--- config.mk ---
export PLATFORM = sky130hd
export DESIGN_NAME = hdlc_rx_filter
export DESIGN_NICKNAME = d
export VERILOG_FILES = /design/src/rtl/hdlc_rx_pkg.sv /design/src/rtl/hdlc_rx_deframer.sv /design/src/rtl/hdlc_rx_addr_match.sv /design/src/rtl/hdlc_rx_fcs_acc.sv /design/src/rtl/hdlc_rx_filter.sv
export SDC_FILE = /design/constraint.sdc
export NUM_CORES = 1
export LEC_CHECK = 0
export ABC_AREA = 1
export BUFFER_PORTS_ARGS = -buffer_cell sky130_fd_sc_hd__buf_4
export CAP_MARGIN = 15
export CORE_MARGIN = 10
export CORE_UTILIZATION = 35
export DETAILED_ROUTE_END_ITERATION = 10
export PLACE_DENSITY_LB_ADDON = 0.12
export SYNTH_ARGS = -nofsm -noshare
export SYNTH_HDL_FRONTEND = slang
export SYNTH_SLANG_ARGS = --single-unit
--- constraint.sdc ---
create_clock -name clk -period 4.3 [get_ports clk]
set_input_delay 0.43 -clock clk [delete_from_list [all_inputs] [get_ports clk]]
set_output_delay 0.43 -clock clk [all_outputs]
set_load 0.02 [all_outputs]
--- src/rtl/hdlc_rx_pkg.sv ---
package hdlc_rx_pkg;

  typedef enum logic [1:0] {
    LS_MARK  = 2'b00,
    LS_FLAGS = 2'b01,
    LS_DATA  = 2'b10
  } line_state_e;

  localparam logic [15:0] CRC_PRESET  = 16'hFFFF;
  localparam logic [15:0] CRC_RESIDUE = 16'hF0B8;
  localparam logic [15:0] CRC_POLY_LE = 16'h8408;

  // Bit-serial CRC-16 update, least significant bit of the byte first.
  function automatic logic [15:0] crc16_step(input logic [15:0] crc, input logic [7:0] data);
    logic [15:0] c;
    logic        fb;
    c = crc;
    for (int i = 0; i < 8; i++) begin
      fb = c[0] ^ data[i];
      c  = c >> 1;
      if (fb) c = c ^ CRC_POLY_LE;
    end
    return c;
  endfunction

endpackage

--- src/rtl/hdlc_rx_deframer.sv ---
module hdlc_rx_deframer #(
  parameter int STUFF_RUN = 5
) (
  input  logic       clk,
  input  logic       rst_n,
  input  logic       enable,
  input  logic       bit_valid,
  input  logic       bit_in,
  output logic       ev_flag,
  output logic       ev_abort,
  output logic       ev_byte,
  output logic [7:0] byte_val,
  output logic       aligned
);
  localparam int FLAG_RUN  = STUFF_RUN + 1;
  localparam int ABORT_RUN = STUFF_RUN + 2;
  localparam int CW        = $clog2(ABORT_RUN + 1);
  localparam logic [CW-1:0] K_STUFF = CW'(STUFF_RUN);
  localparam logic [CW-1:0] K_FLAG  = CW'(FLAG_RUN);
  localparam logic [CW-1:0] K_ABORT = CW'(ABORT_RUN);
  // Bits pushed from the flag itself: its leading zero plus STUFF_RUN ones.
  localparam logic [2:0]    K_TAIL  = 3'(STUFF_RUN + 1);

  logic [CW-1:0] ones_q, ones_d;
  logic [6:0]    sr_q;
  logic [2:0]    bcnt_q;
  logic          push;

  always_comb begin
    ones_d   = ones_q;
    push     = 1'b0;
    ev_flag  = 1'b0;
    ev_abort = 1'b0;
    if (enable && bit_valid) begin
      if (bit_in) begin
        ones_d   = (ones_q == K_ABORT) ? ones_q : ones_q + 1'b1;
        push     = (ones_q < K_STUFF);
        ev_abort = (ones_q == K_FLAG);
      end else begin
        ones_d  = '0;
        ev_flag = (ones_q == K_FLAG);
        push    = (ones_q != K_STUFF) && (ones_q != K_FLAG);
      end
    end
  end

  assign ev_byte  = push && (bcnt_q == 3'd7);
  assign byte_val = {bit_in, sr_q};
  assign aligned  = (bcnt_q == K_TAIL);

  always_ff @(posedge clk or negedge rst_n) begin
    if (!rst_n) begin
      ones_q <= '0;
      sr_q   <= '0;
      bcnt_q <= '0;
    end else if (!enable) begin
      ones_q <= '0;
      bcnt_q <= '0;
    end else begin
      ones_q <= ones_d;
      if (push) begin
        sr_q   <= {bit_in, sr_q[6:1]};
        bcnt_q <= bcnt_q + 3'd1;
      end
      if (ev_flag) bcnt_q <= '0;
    end
  end

endmodule

--- src/rtl/hdlc_rx_addr_match.sv ---
module hdlc_rx_addr_match #(
  parameter int N_ADDR = 4
) (
  input  logic [N_ADDR*8-1:0] table_in,
  input  logic [7:0]          byte_in,
  input  logic [N_ADDR/2-1:0] pair_hit_q,
  output logic                hit_any,
  output logic [N_ADDR/2-1:0] first_hits,
  output logic                second_ok
);
  localparam int NPAIR = N_ADDR / 2;

  logic [N_ADDR-1:0] eq;
  logic [NPAIR-1:0]  second_hits;

  for (genvar k = 0; k < N_ADDR; k++) begin : g_cmp
    assign eq[k] = (table_in[8*k +: 8] == byte_in);
  end

  for (genvar p = 0; p < NPAIR; p++) begin : g_pair
    assign first_hits[p]  = eq[2*p];
    assign second_hits[p] = eq[2*p+1] & pair_hit_q[p];
  end

  assign hit_any   = |eq;
  assign second_ok = |second_hits;

endmodule

--- src/rtl/hdlc_rx_fcs_acc.sv ---
module hdlc_rx_fcs_acc
  import hdlc_rx_pkg::*;
(
  input  logic       clk,
  input  logic       rst_n,
  input  logic       start,
  input  logic       update,
  input  logic [7:0] byte_in,
  output logic       good
);
  logic [15:0] crc_q;

  always_ff @(posedge clk or negedge rst_n) begin
    if (!rst_n)      crc_q <= CRC_PRESET;
    else if (start)  crc_q <= crc16_step(CRC_PRESET, byte_in);
    else if (update) crc_q <= crc16_step(crc_q, byte_in);
  end

  assign good = (crc_q == CRC_RESIDUE);

endmodule

--- src/rtl/hdlc_rx_filter.sv ---
module hdlc_rx_filter
  import hdlc_rx_pkg::*;
#(
  parameter int N_ADDR    = 4,
  parameter int FCS_BYTES = 2,
  parameter int STUFF_RUN = 5
) (
  input  logic                clk,
  input  logic                rst_n,
  input  logic                enable,
  input  logic                bit_valid,
  input  logic                bit_in,
  input  logic                filt_en,
  input  logic                filt_two_byte,
  input  logic [N_ADDR*8-1:0] filt_addrs,
  input  logic                fcs_check,
  input  logic                fcs_keep,
  output logic                out_valid,
  output logic [7:0]          out_data,
  output logic                out_eof,
  output logic                out_err,
  output logic                out_abort,
  output logic [1:0]          line_state
);
  localparam int NPAIR   = N_ADDR / 2;
  localparam int MIN_LEN = FCS_BYTES + 1;
  localparam int NB_W    = $clog2(MIN_LEN + 1);
  localparam int PC_W    = $clog2(FCS_BYTES + 1);
  localparam logic [NB_W-1:0] NB_MIN  = NB_W'(MIN_LEN);
  localparam logic [NB_W-1:0] NB_ONE  = NB_W'(1);
  localparam logic [PC_W-1:0] PC_FULL = PC_W'(FCS_BYTES);

  // Internal events, named for the checker
  logic       ev_flag, ev_abort, ev_byte, aligned;
  logic [7:0] byte_val;
  logic       frame_byte, is_first, on_second, frame_reject, frame_take;
  logic       strip_fcs, end_err, crc_good;
  logic       hit_any, second_ok;
  logic [NPAIR-1:0] first_hits, pair_hit_q;

  line_state_e     state_q;
  logic [NB_W-1:0] nbytes_q;
  logic [7:0]      pipe_q [FCS_BYTES];
  logic [PC_W-1:0] pcnt_q;
  logic            drain_q, pend_err_q;

  hdlc_rx_deframer #(.STUFF_RUN(STUFF_RUN)) u_deframer (
    .clk(clk), .rst_n(rst_n), .enable(enable), .bit_valid(bit_valid), .bit_in(bit_in),
    .ev_flag(ev_flag), .ev_abort(ev_abort), .ev_byte(ev_byte), .byte_val(byte_val),
    .aligned(aligned)
  );

  hdlc_rx_addr_match #(.N_ADDR(N_ADDR)) u_addr (
    .table_in(filt_addrs), .byte_in(byte_val), .pair_hit_q(pair_hit_q),
    .hit_any(hit_any), .first_hits(first_hits), .second_ok(second_ok)
  );

  assign frame_byte = ev_byte && ((state_q == LS_FLAGS) || (state_q == LS_DATA));
  assign is_first   = (state_q == LS_FLAGS);
  assign on_second  = (state_q == LS_DATA) && (nbytes_q == NB_ONE);
  assign frame_reject = frame_byte && filt_en &&
                        ((is_first && !filt_two_byte && !hit_any) ||
                         (on_second && filt_two_byte && !second_ok));
  assign frame_take = frame_byte && !frame_reject;
  assign strip_fcs  = fcs_check && !fcs_keep;
  assign end_err    = !aligned || (nbytes_q < NB_MIN) || (fcs_check && !crc_good);

  hdlc_rx_fcs_acc u_fcs (
    .clk(clk), .rst_n(rst_n),
    .start(frame_take && is_first), .update(frame_take && !is_first),
    .byte_in(byte_val), .good(crc_good)
  );

  always_ff @(posedge clk or negedge rst_n) begin
    if (!rst_n) begin
      state_q    <= LS_MARK;
      nbytes_q   <= '0;
      pair_hit_q <= '0;
      pcnt_q     <= '0;
      drain_q    <= 1'b0;
      pend_err_q <= 1'b0;
      out_valid  <= 1'b0;
      out_data   <= '0;
      out_eof    <= 1'b0;
      out_err    <= 1'b0;
      out_abort  <= 1'b0;
      for (int k = 0; k < FCS_BYTES; k++) pipe_q[k] <= '0;
    end else begin
      out_valid <= 1'b0;
      out_eof   <= 1'b0;
      out_err   <= 1'b0;
      out_abort <= 1'b0;
      if (!enable) begin
        state_q <= LS_MARK;
        pcnt_q  <= '0;
        drain_q <= 1'b0;
      end else begin
        // Drain held bytes, then the end-of-frame beat
        if (drain_q) begin
          if (pcnt_q != '0) begin
            out_valid <= 1'b1;
            out_data  <= pipe_q[0];
            for (int k = 0; k < FCS_BYTES - 1; k++) pipe_q[k] <= pipe_q[k+1];
            pcnt_q <= pcnt_q - 1'b1;
          end else begin
            out_eof <= 1'b1;
            out_err <= pend_err_q;
            drain_q <= 1'b0;
          end
        end
        case (state_q)
          LS_MARK: begin
            if (ev_flag) state_q <= LS_FLAGS;
          end
          LS_FLAGS: begin
            if (ev_abort) begin
              state_q <= LS_MARK;
            end else if (frame_reject) begin
              state_q <= LS_MARK;
            end else if (frame_take) begin
              state_q    <= LS_DATA;
              nbytes_q   <= NB_ONE;
              pair_hit_q <= first_hits;
              pipe_q[0]  <= byte_val;
              pcnt_q     <= PC_W'(1);
            end
          end
          LS_DATA: begin
            if (ev_abort) begin
              out_eof   <= 1'b1;
              out_abort <= 1'b1;
              pcnt_q    <= '0;
              state_q   <= LS_MARK;
            end else if (ev_flag) begin
              state_q    <= LS_FLAGS;
              drain_q    <= 1'b1;
              pend_err_q <= end_err;
              if (strip_fcs) pcnt_q <= '0;
            end else if (frame_reject) begin
              pcnt_q  <= '0;
              state_q <= LS_MARK;
            end else if (frame_take) begin
              if (nbytes_q != NB_MIN) nbytes_q <= nbytes_q + 1'b1;
              if (pcnt_q == PC_FULL) begin
                out_valid <= 1'b1;
                out_data  <= pipe_q[0];
                for (int k = 0; k < FCS_BYTES - 1; k++) pipe_q[k] <= pipe_q[k+1];
                pipe_q[FCS_BYTES-1] <= byte_val;
              end else begin
                pipe_q[pcnt_q] <= byte_val;
                pcnt_q         <= pcnt_q + 1'b1;
              end
            end
          end
          default: state_q <= LS_MARK;
        endcase
      end
    end
  end

  assign line_state = state_q;

endmodule

; After elaboration in Yosys (flattened, before gate mapping)
; Index checks and enable logic that the tools add are counted.
[op_classes]
reduce_logical = 42
order_cmp = 4
eq_ne = 30
addsub = 5
mux = 130
bitwise = 36
[op_table]
columns = op, count
row1 = $mux 16, 44
row2 = $mux 8, 15
row3 = $mux 2, 28
row4 = $not 2->3, 16
row5 = $eq 8x8->1, 4
row6 = $mux 1, 30
row7 = $mux 3, 7
row8 = $logic_and 1x1->1, 17
row9 = $bwmux 16, 1
row10 = $eq 16x16->1 const B, 1
row11 = $pmux 8 s2, 1
row12 = $xor 1x1->1, 15
row13 = $ne 2x2->1 const B, 7
row14 = $eq 3x3->1 const B, 4
row15 = $ne 3x3->1 const B, 4
row16 = $reduce_and 10->1, 1
row17 = $demux 8 s1, 1
row18 = $logic_not 1->1, 8
row19 = $pmux 2 s2, 2
row20 = $add 3x1->3 const B, 2
row21 = $ne 2x1->1 const B, 3
row22 = $pmux 2 s3, 1
row23 = $reduce_and 6->1, 1
row24 = $reduce_bool 2->1, 3
row25 = other kinds (21), 31
[totals]
out_inout_bits = 14
ff_bits = 67
elab_cells = 264

; Longest topological paths before layout
; Gate-level depths: netlist of the first run.
[depth]
depth_word = 41
mapped_depth = 18

; Modules after synthesis
; Synthesis of the first run repeated with hierarchy kept, for this count alone.
[unflattened]
cells_unflattened = 800
hier_area_um2 = 5291.3
[by_module_without_submodules]
columns = mod, area_per_inst_um2, cells_each, instances
row1 = hdlc_rx_filter, 2661.3, 370, 1
row2 = hdlc_rx_fcs_acc, 1288.7, 188, 1
row3 = hdlc_rx_deframer, 716.9, 81, 1
row4 = hdlc_rx_addr_match, 624.3, 161, 1

; Worst setup path after synthesis of the first run
; No wires, ideal clock.
[synth_timing]
path_kind = register -> register
start = register pcnt_q[0]
end = register pipe_q[11] in the netlist's numbering
setup_time_ps = 66
stages_incl_launch_ff = 15
path_slack_ps = 2122
arrival_time_ps = 2113
path_buffers = 2
cell_sequence = dfrtp_1 -> inv_1 -> ha_1 -> buf_2 -> nor2_4 -> clkinv_1 -> buf_2 -> o21a_1 -> o21ai_0 -> o21ai_0 -> nand3_1 -> nand3_1 -> nand3_1 -> nand2_1 -> nand2_1
[synth_via]
elab_chain_cells = 12
word_cells_on_any_way = 21
classes_between = order compare (2) / eq/ne (1) / mux (15) / bitwise (1) / reduce/logical (2)
[synth_rtl]
columns = item, line
row1 = "start, declared", hdlc_rx_filter.sv:44  ; logic [PC_W-1:0] pcnt_q;
row2 = "start signal, assigned", hdlc_rx_filter.sv:104  ; pcnt_q <= pcnt_q - 1'b1;
row3 = "start signal, assigned", hdlc_rx_filter.sv:151  ; pcnt_q <= pcnt_q + 1'b1;
row4 = $not 2->3 (not written as such), hdlc_rx_filter.sv:150  ; pipe_q[pcnt_q] <= byte_val;
row5 = $ge 3x2->1 (not written as such) / $lt 3x1->1 (equally long branches), hdlc_rx_filter.sv:150
row6 = $logic_and 1x1->1 (not written as such), hdlc_rx_filter.sv:150
row7 = $mux 8 (not written as such), hdlc_rx_filter.sv:150
row8 = $demux 8 s1, hdlc_rx_filter.sv:150
row9 = $bwmux 16, hdlc_rx_filter.sv:150
row10 = $mux 16, hdlc_rx_filter.sv:144  ; if (pcnt_q == PC_FULL) begin
row11 = $mux 16, hdlc_rx_filter.sv:142  ; end else if (frame_take) begin
row12 = $mux 16, hdlc_rx_filter.sv:139  ; end else if (frame_reject) begin
row13 = $mux 16, hdlc_rx_filter.sv:134  ; end else if (ev_flag) begin
row14 = $mux 16, hdlc_rx_filter.sv:129  ; if (ev_abort) begin
row15 = $pmux 8 s2 *, hdlc_rx_filter.sv:111  ; case (state_q)
row16 = "end signal, assigned by index", hdlc_rx_filter.sv:148  ; pipe_q[FCS_BYTES-1] <= byte_val;
row17 = "end signal, assigned by index", hdlc_rx_filter.sv:150
row18 = "end, declared", hdlc_rx_filter.sv:43  ; logic [7:0] pipe_q [FCS_BYTES];
; Mark *: on every way between the ends. The rest lies on a longest branch, timed or not. The select of a mux whose other input is x is not followed.
; A chain may end at the register's enable or synchronous reset.

; Worst setup path in the final report of the first run
[layout_timing]
start = register u_deframer.sr_q[1]
end = register u_fcs.crc_q[0]
[layout_via]
elab_chain_cells = 11
word_cells_on_any_way = 20
classes_between = eq/ne (4) / mux (1) / bitwise (2) / reduce/logical (13)
[layout_rtl]
columns = item, line
row1 = "start, declared", hdlc_rx_deframer.sv:25  ; logic [6:0] sr_q;
row2 = "start signal, assigned", hdlc_rx_deframer.sv:62  ; sr_q <= {bit_in, sr_q[6:1]};
row3 = $eq 8x8->1, hdlc_rx_addr_match.sv:17  ; assign eq[k] = (table_in[8*k +: 8] == byte_in);
row4 = $and 1x1->1, hdlc_rx_addr_match.sv:22  ; assign second_hits[p] = eq[2*p+1] & pair_hit_q[p];
row5 = $reduce_or 2->1, hdlc_rx_addr_match.sv:26  ; assign second_ok = |second_hits;
row6 = $logic_not 1->1, hdlc_rx_filter.sv:63  ; (on_second && filt_two_byte && !second_ok));
row7 = $logic_and 1x1->1, hdlc_rx_filter.sv:63
row8 = $logic_or 1x1->1 *, hdlc_rx_filter.sv:62  ; ((is_first && !filt_two_byte && !hit_any) ||
row9 = $logic_and 1x1->1 *, hdlc_rx_filter.sv:61  ; assign frame_reject = frame_byte && filt_en &&
row10 = $logic_not 1->1 *, hdlc_rx_filter.sv:64  ; assign frame_take = frame_byte && !frame_reject;
row11 = $logic_and 1x1->1 *, hdlc_rx_filter.sv:64
row12 = $logic_and 1x1->1, hdlc_rx_filter.sv:70  ; .start(frame_take && is_first), .update(frame_take && !is_first),
row13 = $mux 16 / $reduce_bool 2->1 (equally long branches), --
row14 = "end signal, assigned", hdlc_rx_fcs_acc.sv:15  ; else if (start) crc_q <= crc16_step(CRC_PRESET, byte_in);
row15 = "end signal, assigned", hdlc_rx_fcs_acc.sv:16  ; else if (update) crc_q <= crc16_step(crc_q, byte_in);
row16 = "end, declared", hdlc_rx_fcs_acc.sv:11  ; logic [15:0] crc_q;
; Mark *: on every way between the ends. The rest lies on a longest branch, timed or not.

==> metrics.txt, run 1 <==
wire length of the first global-routing pass 25600 um; PD cells 463 nW/um2; Pre-Repair DR Iteration Count 5; number of placed instances, taps included 970; Crit. Startpoint u_deframer.sr_q[1]; minimum hold slack 223 ps; Sum Neg Setup Slack 0 ps; Slew Viols, Final 0; Min Clock Period, post-route between 3000 and 4000 ps; TritonCTS clock tree built; nature of the critical path startpoint flop; initial antenna violation count 0; total track usage 15.9%; count of boundary I/O pins 55; clock-pin slew of the registers on the worst-case setup and hold paths 60 ps; predominant post-synthesis flop cell sky130_fd_sc_hd__dfrtp_1; number of placement rows 44; Final GP Congestion ~0.87; type of the setup path with the least slack flop to flop; clock latency at the later pin of the worst-skew pair 340 ps; detailed placement HPWL 11800 um; mean instance size in the synthesized netlist 6.86 um2; DR vias/cell 4.96; flop and latch count out of synthesis 67; Post-synth EDFFs 0; starting density of the core a little over a third; endpoints failing setup 0; slew at the pin closest to its max-slew limit between 800 and 900 ps; register-to-register setup slack 890 ps; total global routing overflow 0; buffers inserted by post-CTS timing repair 0; Static Leakage 2.99 nW; most numerous cell in the Yosys netlist sky130_fd_sc_hd__nand2_1; worst hold-check path type input pin to async pin; CTS-repair resized insts 0; port bufs 54; routed length per instance 16.2 um; synthesized netlist cell count roughly 760; core area roughly 15000 um2; vias in the first global route 4765; share of the clock period used by the worst path 79.4%; reg-to-reg critical path startpoint u_deframer.sr_q[1]; Detailed Route Iter0 Violations approximately 410; delay contributed by the slowest stage of the critical path ~710 ps; most used cell, CP sky130_fd_sc_hd__nand2_1; number of nets in the final layout 857; detailed-route via count around 5000; number of different library cells in the post-synthesis netlist 44; cts-stage hold buffer count 0; biggest area contributors in the synthesized netlist sky130_fd_sc_hd__dfrtp_1, sky130_fd_sc_hd__nand2_1, sky130_fd_sc_hd__dfstp_2; antenna viol nets, final 0; Relative slew margins 40.2%; maximum operating frequency 293 MHz; area share of the largest cell type after synthesis 24.5%; Worst Setup EP u_fcs.crc_q[0]; total routed wirelength 16000 um; reg-to-reg critical path endpoint u_fcs.crc_q[0]; clock buffer count from CTS 9; kind of capture point of the worst setup path flop; H-tree depth 3; Post-Syn Area 5200 um2; antenna cells 0; overall die height about 140 um; CP Cell Sequence inv_1 > nand2_1 > nand2_1 > nor2_1 > nand2_1 > nor2_1 > nor2_1 > nand3_1 > nand2_2 > nand2_2 > nand2_2 > nor2_2 > nand2_1 > nand2_1 > nand2_1 > o21ai_0; Max Buffers Root-to-Sink 2; post-synth net total 819; run status finished, final reports clean; clk sinks 67; largest net degree at the start of global routing 68; post-synthesis to final-layout area growth 14.9%; Synth async-reset ratio 100%; Tot Pwr 2.77 mW; Ys Warns 0; post-route clock skew 11.2 ps; data required time at the worst endpoint approximately 4600 ps; data arrival at the endpoint of the critical path 3680 ps; list of most frequent post-synthesis cells sky130_fd_sc_hd__nand2_1, sky130_fd_sc_hd__inv_1, sky130_fd_sc_hd__nand3_1; register area share after synthesis around a third; cell chosen for the clock root sky130_fd_sc_hd__clkbuf_16; cell taking the most area after synthesis sky130_fd_sc_hd__dfrtp_1; setup repair after global routing missed its margin false; Hold Fails Final Rpt 0; slowest cell on the critical path sky130_fd_sc_hd__dfrtp_1; Final Non-Filler Cells ~990; maximum fanout encountered on the critical timing path 21; Post-route DRC 0; R2R cell count 16; Max Cap Viol 0; share of final-layout standard cells stronger than drive strength 1 between 10% and 20%; maximum ir drop on the vdd rail about 200 uV; Die Outline Area 20100 um2; Chip Width 142 um
==> how the worst min path moves through the flow <==
stage | depth (start not counted) | to | slack [ps]
floorplan | 0 | async pin | 130
global placement | 2 | flop | 470
detailed placement | 2 | flop | 470
CTS | 1 | pair_hit_q[1] | 260
global route | 1 | u_deframer.bcnt_q[2] | 300
finish | 1 | line_state[0] | 220
==> final cells by class <==
cell class | instances | area [um2]
well taps | 184 | 230
flip-flops and latches | 67 | 1700
repair buffers | 56 | 420
multi-input cells | 564 | 2930
inverters | 99 | 382
clock inverters | 1 | 30.0
clock buffers | 15 | 288
fillers | 1564 | 8550
==> layout by cell type (no fill, tap or decap), types with 3 or more instances in the layout <==
master | synthesis | layout
sky130_fd_sc_hd__o21a_1 | 7 | 7
sky130_fd_sc_hd__xor2_1 | 19 | 19
sky130_fd_sc_hd__o21ai_1 | 5 | 5
sky130_fd_sc_hd__buf_4 | 2 | 56
sky130_fd_sc_hd__or2_2 | 5 | 5
sky130_fd_sc_hd__nand2_1 | 281 | 281
sky130_fd_sc_hd__inv_1 | 92 | 92
sky130_fd_sc_hd__a21oi_1 | 13 | 13
sky130_fd_sc_hd__inv_4 | 4 | 4
sky130_fd_sc_hd__nand3_1 | 55 | 55
sky130_fd_sc_hd__nand2_2 | 7 | 7
sky130_fd_sc_hd__o221ai_1 | 3 | 3
sky130_fd_sc_hd__o21ai_0 | 52 | 52
sky130_fd_sc_hd__xnor2_1 | 20 | 20
sky130_fd_sc_hd__clkbuf_16 | 0 | 9
sky130_fd_sc_hd__dfrtp_1 | 51 | 51
sky130_fd_sc_hd__ha_1 | 19 | 19
sky130_fd_sc_hd__o211ai_1 | 5 | 5
sky130_fd_sc_hd__nor2_1 | 36 | 36
sky130_fd_sc_hd__dfstp_2 | 16 | 16
sky130_fd_sc_hd__nor2_2 | 5 | 5
sky130_fd_sc_hd__clkbuf_8 | 0 | 4
sky130_fd_sc_hd__o21ai_2 | 8 | 8
==> per-stage QoR <==
stage	utilization, %	cell area, um2	setup WS (ps)
global placement	39.0	5660	944
floorplan	-	5200	2120
CTS	41.1	5980	831
global route	41.1	5980	463
detailed placement	39.0	5660	864
finish	41.1	5980	886
==> layer usage <==
metal,global-route usage (%),vias up,wire [um]
li1,-,2449,-
met5,0,-,0
met2,24.8,133,7250
met3,3.44,22,877
met1,21.2,2289,7610
met4,5.54,0,275
==> worst max-delay path: cells and delay by family (launching register included) <==
kind,cells,cell delay [ps]
AO/OA/AOI/OAI,1,70
flip-flops,1,710
AND/OR/NAND/NOR,14,2230
buffers and inverters,1,310
==> where the power goes <==
part | switching, mW | total (mW) | internal, mW
Sequential | 0.137 | 0.853 | 0.716
Combinational | 0.720 | 1.12 | 0.402
Clock | 0.281 | 0.794 | 0.513
Total | 1.14 | 2.77 | 1.63
==> kinds of logic (layout without fill, tap and decap cells) <==
family	Yosys count	after routing	synth area share, %
XOR/XNOR	39	39	6.56
AO/OA/AOI/OAI	104	104	12.3
flip-flops	67	67	32.6
buffers and inverters	128	171	11.0
AND/OR/NAND/NOR	400	400	32.5
adder cells (fa/ha/maj)	19	19	4.57
multiplexers	2	2	0.433
Note: power is estimated with default switching activity, not from simulation.
==> inputs of run 2 (changes only) <==
clock period = 3.4 ns   (was 4.3 ns; I/O delays follow)
==> metrics.txt, run 2 (synthesized netlist as in run 1, its figures left out) <==
Min Clock Period, post-route 2920 ps (-494 ps); antenna viol nets, final 0 (unchanged); Static Leakage 3.02 nW (+1.0%); cts-stage hold buffer count 0 (unchanged); final worst slack 479 ps (-406 ps); Hold Fails Final Rpt 0 (unchanged); Pre-Repair DR Iteration Count 5 (unchanged); data arrival at the endpoint of the critical path 3190 ps (-490 ps); slew at the pin closest to its max-slew limit 902 ps (+4.85 ps); nature of the critical path startpoint flop; Relative slew margins 39.8% (-0.32 points); TritonCTS clock tree built; number of placement rows 44 (unchanged); Max Buffers Root-to-Sink 2 (unchanged); clock latency at the later pin of the worst-skew pair 340 ps (about the same); detailed placement HPWL 11600 um (-1.8%); initial antenna violation count 0 (unchanged); post-route standard cell area excluding fillers 6010 um2 (+0.57%); overall die height 142 um (unchanged); most common library cell in the layout ignoring fill and taps sky130_fd_sc_hd__nand2_1; maximum ir drop on the vdd rail 242 uV (+21%); Final Non-Filler Cells 995 (+0.91%); total track usage 15.9% (about the same); run status finished, final reports clean; routed length per instance 15.7 um (-3.4%); post-synthesis to final-layout area growth 15.6%; buffers inserted by post-CTS timing repair 0 (unchanged); Detailed Route Iter0 Violations 328 (-21%); Chip Width 142 um (unchanged); Final GP Congestion 0.910 (+4.5%); Max Cap Viol 0 (unchanged); worst hold-check path type input pin to async pin; type of the setup path with the least slack flop to flop; port bufs 54 (unchanged); detailed-route via count 4939 (+0.94%); data required time at the worst endpoint 3670 ps (-890 ps); PD cells 568 nW/um2 (+23%); largest net degree at the start of global routing 68 (unchanged); CTS-repair resized insts 0 (unchanged); antenna cells 0 (unchanged); minimum hold slack 129 ps (-94.1 ps); Die Outline Area 20100 um2 (unchanged); wire length of the first global-routing pass 25700 um (+0.32%); endpoints failing setup 0 (unchanged); cell chosen for the clock root sky130_fd_sc_hd__clkbuf_16; kind of capture point of the worst setup path flop; Slew Viols, Final 0 (unchanged); H-tree depth 3 (unchanged); clock-pin slew of the registers on the worst-case setup and hold paths 60 ps (about the same); worst slack, placed 432 ps (-432 ps); top library cells by usage in the layout, fill and taps aside sky130_fd_sc_hd__nand2_1, sky130_fd_sc_hd__inv_1, sky130_fd_sc_hd__buf_4; setup repair after global routing missed its margin false; Post-route DRC 0 (unchanged); clk sinks 67 (unchanged); maximum operating frequency 342 MHz (+17%); number of nets in the final layout 866 (+1.1%); starting density of the core 35.8% (unchanged); Sum Neg Setup Slack 0 ps (unchanged); count of boundary I/O pins 55 (unchanged); vias in the first global route 4829 (+1.3%); maximum fanout encountered on the critical timing path 13 (-38%); share of final-layout standard cells stronger than drive strength 1 17.0% (+0.93 points); clock buffer count from CTS 9 (unchanged); placed instance area 5730 um2 (+1.2%); Tot Pwr 3.42 mW (+23%); post-route clock skew 7.47 ps (-3.71 ps); share of the clock period used by the worst path 85.9% (+6.5 points); number of placed instances, taps included 979 (+0.93%); total routed wirelength 15600 um (-2.5%); DR vias/cell 4.96 (about the same); total global routing overflow 0 (unchanged); utilization of the core after routing 41.4% (+0.23 points); core area 14500 um2 (unchanged)
==> run 2: cell types whose count changed in the layout (fill, tap and decap cells not counted), sizes merged <==
cell,before,now
buf,56,65
clkinv,1,3
bufinv,1,0
clkbuf,15,14
==> run 2: final cells by class <==
type / count / area, um2
clock buffers: 14 / 274
flip-flops and latches: 67 / 1700
multi-input cells: 564 / 2930
fillers: 1558 / 8520
repair buffers: 65 / 488
inverters: 99 / 382
clock inverters: 2 / 10.0
well taps: 184 / 230
==> run 2: worst max-delay path, stage by stage, from the launching register on <==
cell	delay, ps
sky130_fd_sc_hd__dfrtp_1	690
sky130_fd_sc_hd__inv_1	300
sky130_fd_sc_hd__nand2_1	110
sky130_fd_sc_hd__nand2_1	50
sky130_fd_sc_hd__nor2_1	80
sky130_fd_sc_hd__nand2_1	100
sky130_fd_sc_hd__nor2_2	150
sky130_fd_sc_hd__nor2_1	50
sky130_fd_sc_hd__nand3_1	90
sky130_fd_sc_hd__nand2_2	110
sky130_fd_sc_hd__nand2_2	90
sky130_fd_sc_hd__nand2_2	180
sky130_fd_sc_hd__nor2_2	440
sky130_fd_sc_hd__nand2_1	180
sky130_fd_sc_hd__nand2_1	110
sky130_fd_sc_hd__nand2_1	40
sky130_fd_sc_hd__o21ai_0	70
==> run 2: layer usage <==
| layer | global-route usage (%) | up-vias | share of wire [%] |
|---|---|---|---|
| li1 | - | 2474 | - |
| met1 | 21.7 | 2312 | 48 |
| met2 | 24.2 | 126 | 45 |
| met3 | 3.54 | 27 | 5.1 |
| met4 | 5.33 | 0 | 1.6 |
| met5 | 0 | - | 0 |
==> run 2: power by group <==
| group | internal (mW) | switching [mW] |
|---|---|---|
| combinational | 0.543 | 0.917 |
| sequential | 0.906 | 0.144 |
| clock | 0.552 | 0.355 |
==> run 2: final timing paths <==
| path | start | endpoint | slack, ps | cells after the start |
|---|---|---|---|---|
| min in group clk | bit_in | flop | 370 | 3 |
| max | u_deframer.sr_q[1] | u_fcs.crc_q[0] | 480 | 16 |
| min reg2reg | flop | flop | 480 | 2 |
| min | rst_n | nbytes_q[0] | 130 | 1 |
| max in group asynchronous | rst_n | out_data[5] | 2680 | 1 |
| max reg2reg | u_deframer.sr_q[1] | u_fcs.crc_q[0] | 480 | 16 |
